$ cat src/rtl/cfgload_pkg.sv
package cfgload_pkg;

    localparam int M_W    = 7;
    localparam int N_W    = 2;
    localparam int T_W    = 3;
    localparam int WORD_W = T_W + N_W + M_W;

    // Field order matches the serial shift order (first bit shifted = MSB).
    typedef struct packed {
        logic [T_W-1:0] test;
        logic [N_W-1:0] ndiv;
        logic [M_W-1:0] mcnt;
    } cfg_word_t;

    typedef enum logic [1:0] {
        SRC_HOLD  = 2'd0,
        SRC_PINS  = 2'd1,
        SRC_CHAIN = 2'd2
    } latch_src_e;

    // Parallel load has priority over the serial strobe.
    function automatic latch_src_e pick_source(input logic par, input logic ser);
        if (par)
            return SRC_PINS;
        else if (ser)
            return SRC_CHAIN;
        else
            return SRC_HOLD;
    endfunction

endpackage

$ cat src/rtl/cfg_sync.sv
module cfg_sync #(
    parameter int W      = 1,
    parameter int STAGES = 2
) (
    input  logic         clk,
    input  logic         rst,
    input  logic [W-1:0] d,
    output logic [W-1:0] q
);

    generate
        if (STAGES == 0) begin : g_bypass
            assign q = d;
        end else begin : g_chain
            logic [W-1:0] stg [STAGES];
            for (genvar s = 0; s < STAGES; s++) begin : g_stage
                always_ff @(posedge clk) begin
                    if (rst)
                        stg[s] <= '0;
                    else if (s == 0)
                        stg[s] <= d;
                    else
                        stg[s] <= stg[(s == 0) ? 0 : s-1];
                end
            end
            assign q = stg[STAGES-1];
        end
    endgenerate

endmodule

$ cat src/rtl/cfg_shift_chain.sv
module cfg_shift_chain
    import cfgload_pkg::*;
(
    input  logic              clk,
    input  logic              rst,
    input  logic              sclk_s,
    input  logic              data_s,
    output logic              shift_en,
    output logic [WORD_W-1:0] chain_q
);

    logic sclk_prev;

    always_ff @(posedge clk) begin
        if (rst)
            sclk_prev <= 1'b0;
        else
            sclk_prev <= sclk_s;
    end

    assign shift_en = sclk_s & ~sclk_prev;

    // Bit 0 is nearest the input; bits move toward WORD_W-1 on each shift.
    generate
        for (genvar i = 0; i < WORD_W; i++) begin : g_bit
            logic nxt;
            if (i == 0) begin : g_head
                assign nxt = data_s;
            end else begin : g_body
                assign nxt = chain_q[i-1];
            end
            always_ff @(posedge clk) begin
                if (rst)
                    chain_q[i] <= 1'b0;
                else if (shift_en)
                    chain_q[i] <= nxt;
            end
        end
    endgenerate

endmodule

$ cat src/rtl/cfg_latch.sv
module cfg_latch
    import cfgload_pkg::*;
(
    input  logic           clk,
    input  logic           rst,
    input  latch_src_e     src,
    input  logic [M_W-1:0] m_pin,
    input  logic [N_W-1:0] n_pin,
    input  cfg_word_t      chain_word,
    output cfg_word_t      q
);

    always_ff @(posedge clk) begin
        if (rst) begin
            q <= '0;
        end else begin
            case (src)
                SRC_PINS: begin
                    q.mcnt <= m_pin;
                    q.ndiv <= n_pin;
                end
                SRC_CHAIN: q <= chain_word;
                default: q <= q;
            endcase
        end
    end

endmodule

$ cat src/rtl/synth_cfg_load.sv
module synth_cfg_load
    import cfgload_pkg::*;
#(
    parameter int SYNC_STAGES = 2
) (
    input  logic           clk,
    input  logic           rst,
    input  logic           pload,
    input  logic [M_W-1:0] m_pin,
    input  logic [N_W-1:0] n_pin,
    input  logic           sdata,
    input  logic           sclk,
    input  logic           sload,
    output logic [M_W-1:0] m_out,
    output logic [N_W-1:0] n_out,
    output logic [T_W-1:0] test_out
);

    localparam int SER_W = 3;

    logic [SER_W-1:0]  ser_s;
    logic              data_s;
    logic              sclk_s;
    logic              sload_s;
    logic              shift_en;
    logic [WORD_W-1:0] chain_q;
    cfg_word_t         chain_word;
    cfg_word_t         latched;
    latch_src_e        src;

    cfg_sync #(.W(SER_W), .STAGES(SYNC_STAGES)) u_sync (
        .clk (clk),
        .rst (rst),
        .d   ({sdata, sclk, sload}),
        .q   (ser_s)
    );

    assign {data_s, sclk_s, sload_s} = ser_s;

    cfg_shift_chain u_chain (
        .clk      (clk),
        .rst      (rst),
        .sclk_s   (sclk_s),
        .data_s   (data_s),
        .shift_en (shift_en),
        .chain_q  (chain_q)
    );

    assign chain_word = cfg_word_t'(chain_q);
    assign src        = pick_source(pload, sload_s);

    cfg_latch u_latch (
        .clk        (clk),
        .rst        (rst),
        .src        (src),
        .m_pin      (m_pin),
        .n_pin      (n_pin),
        .chain_word (chain_word),
        .q          (latched)
    );

    assign m_out    = latched.mcnt;
    assign n_out    = latched.ndiv;
    assign test_out = latched.test;

endmodule

$ cat config.mk
export PLATFORM = sky130hd
export DESIGN_NAME = synth_cfg_load
export DESIGN_NICKNAME = d
export VERILOG_FILES = /design/src/rtl/cfgload_pkg.sv /design/src/rtl/cfg_sync.sv /design/src/rtl/cfg_shift_chain.sv /design/src/rtl/cfg_latch.sv /design/src/rtl/synth_cfg_load.sv
export SDC_FILE = /design/constraint.sdc
export NUM_CORES = 1
export LEC_CHECK = 0
export BUFFER_PORTS_ARGS = -buffer_cell sky130_fd_sc_hd__buf_2
export CAP_MARGIN = 10
export CORE_UTILIZATION = 46
export CTS_CLUSTER_DIAMETER = 120
export CTS_CLUSTER_SIZE = 28
export DETAILED_ROUTE_END_ITERATION = 8
export GPL_TIMING_DRIVEN = 0
export PLACE_DENSITY = 0.83
export SYNTH_ARGS = -nofsm -noshare
export SYNTH_HDL_FRONTEND = slang
export SYNTH_SLANG_ARGS = --single-unit
$ cat constraint.sdc
create_clock -name clk -period 1 [get_ports clk]
set_input_delay 0.05 -clock clk [delete_from_list [all_inputs] [get_ports clk]]
set_output_delay 0.05 -clock clk [all_outputs]
set_load 0.05 [all_outputs]
* Word level (Yosys, flattened, before mapping)
Memory sizes are Yosys's and may differ from the RTL's. Index checks and enable logic that the tools add are counted. W data, S select, Z words.
Storage, ports and cells: latch bits 0, RAM bits 6, output and inout bits 12, ROM bits 0, input bits 15, bits in registers 25, memories 1, logic and storage cells 32
Memory list:
- u_sync.g_chain.stg | depth 2, width 3, read ports 2, clocked after memory_dff 0, write ports 2, line cfg_sync.sv:15 | logic [W-1:0] stg [STAGES];
Cells by class: shift-type cells 0, reductions and logical operators 1, bitwise gates (word level) 4, add/subtract/negate cells 0, muxes and demuxes 8, multipliers 0, equality and inequality tests 2, div/mod/pow operators 0, magnitude comparators 0
Operators by type and width (number):
- $pmux W9 S2 | 1
- $mux W3 | 2
- $mux W2 | 2
- $mux W1 | 3
- $eq A2 B1 Y1 const B | 1
- $eq A2 B2 Y1 const B | 1
- $or A1 B1 Y1 | 2
- $reduce_bool A2 Y1 | 1
- $and A1 B1 Y1 | 1
- $not A1 Y1 | 1

* Depth between registers and ports, before layout
word-level depth 4, mapped depth 4, gate-level depth less buffers 3

* Cells and area by module
A second synthesis with hierarchy kept.
Second synthesis, totals: cell total of the unflattened synthesis 119, area, all modules 1303.8 um^2
Modules (own cells, without submodules):
- cfg_shift_chain | sequential area each 260.2 um^2, area each 584.3 um^2, times used 1, cells each 54
- cfg_latch | sequential area each 240.2 um^2, area each 548.0 um^2, times used 1, cells each 52
- cfg_sync | sequential area each 120.1 um^2, area each 157.7 um^2, times used 1, cells each 12
- synth_cfg_load | sequential area each 0.0 um^2, area each 13.8 um^2, times used 1, cells each 1

* Worst setup path before layout
Ideal clock, no wire load.
path kind flip-flop to flip-flop, from register, netlist name u_latch.q[2], to register u_latch.q[2] in the netlist's numbering, buffers on the path 0, slack -0.064 ns, clock period less this slack 1.064 ns, arrival 0.937 ns, setup time 0.128 ns, data required time 0.872 ns, stages on the path, launching flop included 4, cell sequence dfxtp_1 mux2_4 mux2i_1 nor2_1
RTL lines:
- end signal: assignment | line cfg_latch.sv:22 | SRC_CHAIN: q <= chain_word;
- end signal: assignment | line cfg_latch.sv:23 | default: q <= q;
- end: declaration | line cfg_latch.sv:10 | output cfg_word_t q

==> flow_metrics.tcl <==
set metrics [dict create \
    antenna_found_initial 0 \
    viasPerCell 4.67 \
    syn2layout_area_growth_pct 35.4 \
    layout_common_cells "23 x nand2_1, 20 x buf_2, 19 x dfxtp_1, 13 x dlygate4sd3_1" \
    drt_iter0_drc 8 \
    nFillCells 196 \
    maxCapViolCount 0 \
    worstMarginPinSlew_ns 0.470 \
    root_buffer "clkbuf_4" \
    die_h_um 52.8 \
    vias 910 \
    required_ns 1.20 \
    seq_area_frac_synth 0.524 \
    hpwl_um 1410 \
    syn_avg_cell_area_um2 10.1 \
    cpLargestDelayFamily "multiplexers" \
    slowest_stage "dfxtp_2" \
    failed_checks "negative setup slack" \
    syn_area_um2 1180 \
    gp_congestion 0.751 \
    final_common_cell "nand2_1" \
    path_class "flop to flop" \
    p_per_area_nw_per_um2 1420 \
    yosysWarnings 0 \
    finalWorstSetupSlack_ns -0.103 \
    post-route-period-util 1.10 \
    crit_buf_inv 1 \
    fin_skew_ns 0.00950 \
    synth_cells 117 \
    rows 18 \
    clockBufferDepth 2 \
    dieArea_um2 2780 \
    dp_slack_ns -0.105 \
    yosysUniqueCellTypes 14 \
    synth_compound_area_frac 0.0507 \
    drt-total-wl_um 2200 \
    ys_ff_latch 31 \
    final_hold_viol_count 0 \
    whs_ns 0.103 \
    clk_pin_slew_ns 0.09 \
    synthSimpleGateAreaFrac 0.174 \
    max_stage_delay_ns 0.35 \
    firstDrtPassIters 3 \
    htreeDepth 2 \
    cts_buffers 5 \
    arrival_ns 1.30 \
    critPathLaunchType "flop" \
    drc_errors 0 \
    synth-xor-area-share 0 \
    synthFlopType "dfxtp_1" \
    design_area_um2 1600 \
    core_um2 2450 \
    final_max_slew_viol_count 0 \
    ir_drop_v 0.000927 \
    clock_latency_ns 0.32 \
    period_needed_ns 1.10 \
    cp-end-kind "flop" \
    worstHoldPathCells 3 \
    synth_top_family_by_area "multiplexers" \
    worstPathCellList "buf_12 -> mux2_4 -> mux2i_1 -> nor2_1" \
    rsz0062_at_grt "true" \
    tns_ns -0.980 \
    initial_core_util 0.483 \
    die_x_um 52.8 \
    p_total_mw 2.28 \
    status "complete, but fails checks" \
    clkSinkCount 31 \
    cts_tree "done" \
    worst-path-stages 4 \
    path_max_fanout 10 \
    grt-ovfl-total 0 \
    grt_pass1_vias 785 \
    synth_mux_area_frac 0.215 \
    wire_per_inst_um 11.3 \
    synthAdderAreaFrac 0 \
    drive_gt1_frac 0.376 \
    place_area_um2 1360 \
    synth_nets 132 \
    num-nets-final 179 \
    relSlewSlack 0.687 \
    num_io_pins 27 \
    grt_pass1_wl_um 3310 \
    synth_edf_count 0 \
    leakagePower_nw 0.710 \
    rr_worst_depth 4 \
    diodes 0 \
    hold_path_class "primary input to flop" \
    multiInputGateArea_um2 533 \
    grt_max_degree 11 \
    max_freq_ghz 0.907 \
    ant_nets 0 \
    setup_violations 12 \
    register_area_um2 636 \
    grt.total_usage 0.171 \
    regToRegSetupSlack_ns -0.10 \
    io_buffer_count 25 \
    synthArstFlopShare 0 \
]
cells in the mapped netlist, types with 2 or more instances:
master    count  area share
dfxtp_1      31        0.52
nand2_1      24       0.076
a21oi_1      12       0.051
mux2i_1      12        0.10
nor2_1       12       0.038
mux2_4        9        0.11
nor2b_1       7       0.037
clkbuf_1      3      0.0095
buf_4         2       0.013
worst min-delay path, stage by stage:
cell and delay [ns]:
buf_4 0.18, mux2i_1 0.09, nor2_1 0.07
area by class of cell:
class,count,share of cell area
multi-input combinational,79,0.332
timing repair buffer,40,0.179
sequential,31,0.396
buffer,7,0.0382
clock inverter,1,0.00312
tap,30,0.0234
clock buffer,7,0.0281
cells by family (layout without fill, tap and decap cells):
| logic type | count (synthesis) | in the layout |
|---|---|---|
| AND/OR/NAND/NOR | 46 | 46 |
| buffers and inverters | 7 | 55 |
| AO/OA/AOI/OAI | 12 | 12 |
| multiplexers | 21 | 21 |
| flip-flops | 31 | 31 |
per-stage QoR:
step                      instances  utilization
after floorplan                 117            -
after global placement          172        0.556
after detailed placement        172        0.556
after CTS                       194        0.634
after global routing            195        0.653
final                           195        0.653
state kept, by name, indices dropped and copies added, names as in the netlist:
signal,flops
u_chain.g_bit.nxt,11
u_chain.sclk_prev,1
u_latch.q,12
u_sync.g_chain.stg,6
u_chain.chain_q,1
routing by layer:
| metal | part of all wire | vias to the layer above | track usage |
|---|---|---|---|
| met5 | 0 | - | 0 |
| met4 | 0.019 | 0 | 0.105 |
| met3 | 0.036 | 8 | 0.0522 |
| met2 | 0.48 | 22 | 0.285 |
| met1 | 0.47 | 405 | 0.187 |
| li1 | - | 475 | - |
report_power, final:
group | internal, mW | switching (mW)
clock network | 0.273 | 0.400
registers | 1.27 | 0.0167
logic | 0.154 | 0.166
repair_timing:
item | in CTS | in global routing
endpoints found under the setup margin | 9 | 27
hold endpoints to repair | 12 | 0
setup buffers | 1 | 0
hold buffers | 13 | 0
cloned | 0 | 1
pin swaps | 0 | 0
gates resized for setup | 1 | 16
path summary, 6_finish.rpt:
kind	startpoint	to
setup / recovery	u_sync.g_chain.stg[1][0]$_SDFF_PP0_	u_latch.q[6]$_SDFFE_PP0P_
hold / removal	pload	u_latch.q[7]$_SDFFE_PP0P_
setup reg to reg	u_sync.g_chain.stg[1][0]$_SDFF_PP0_	u_latch.q[6]$_SDFFE_PP0P_
hold reg to reg	u_sync.g_chain.stg[0][0]$_SDFF_PP0_	u_sync.g_chain.stg[1][0]$_SDFF_PP0_
(Power assumes the default switching activity.)
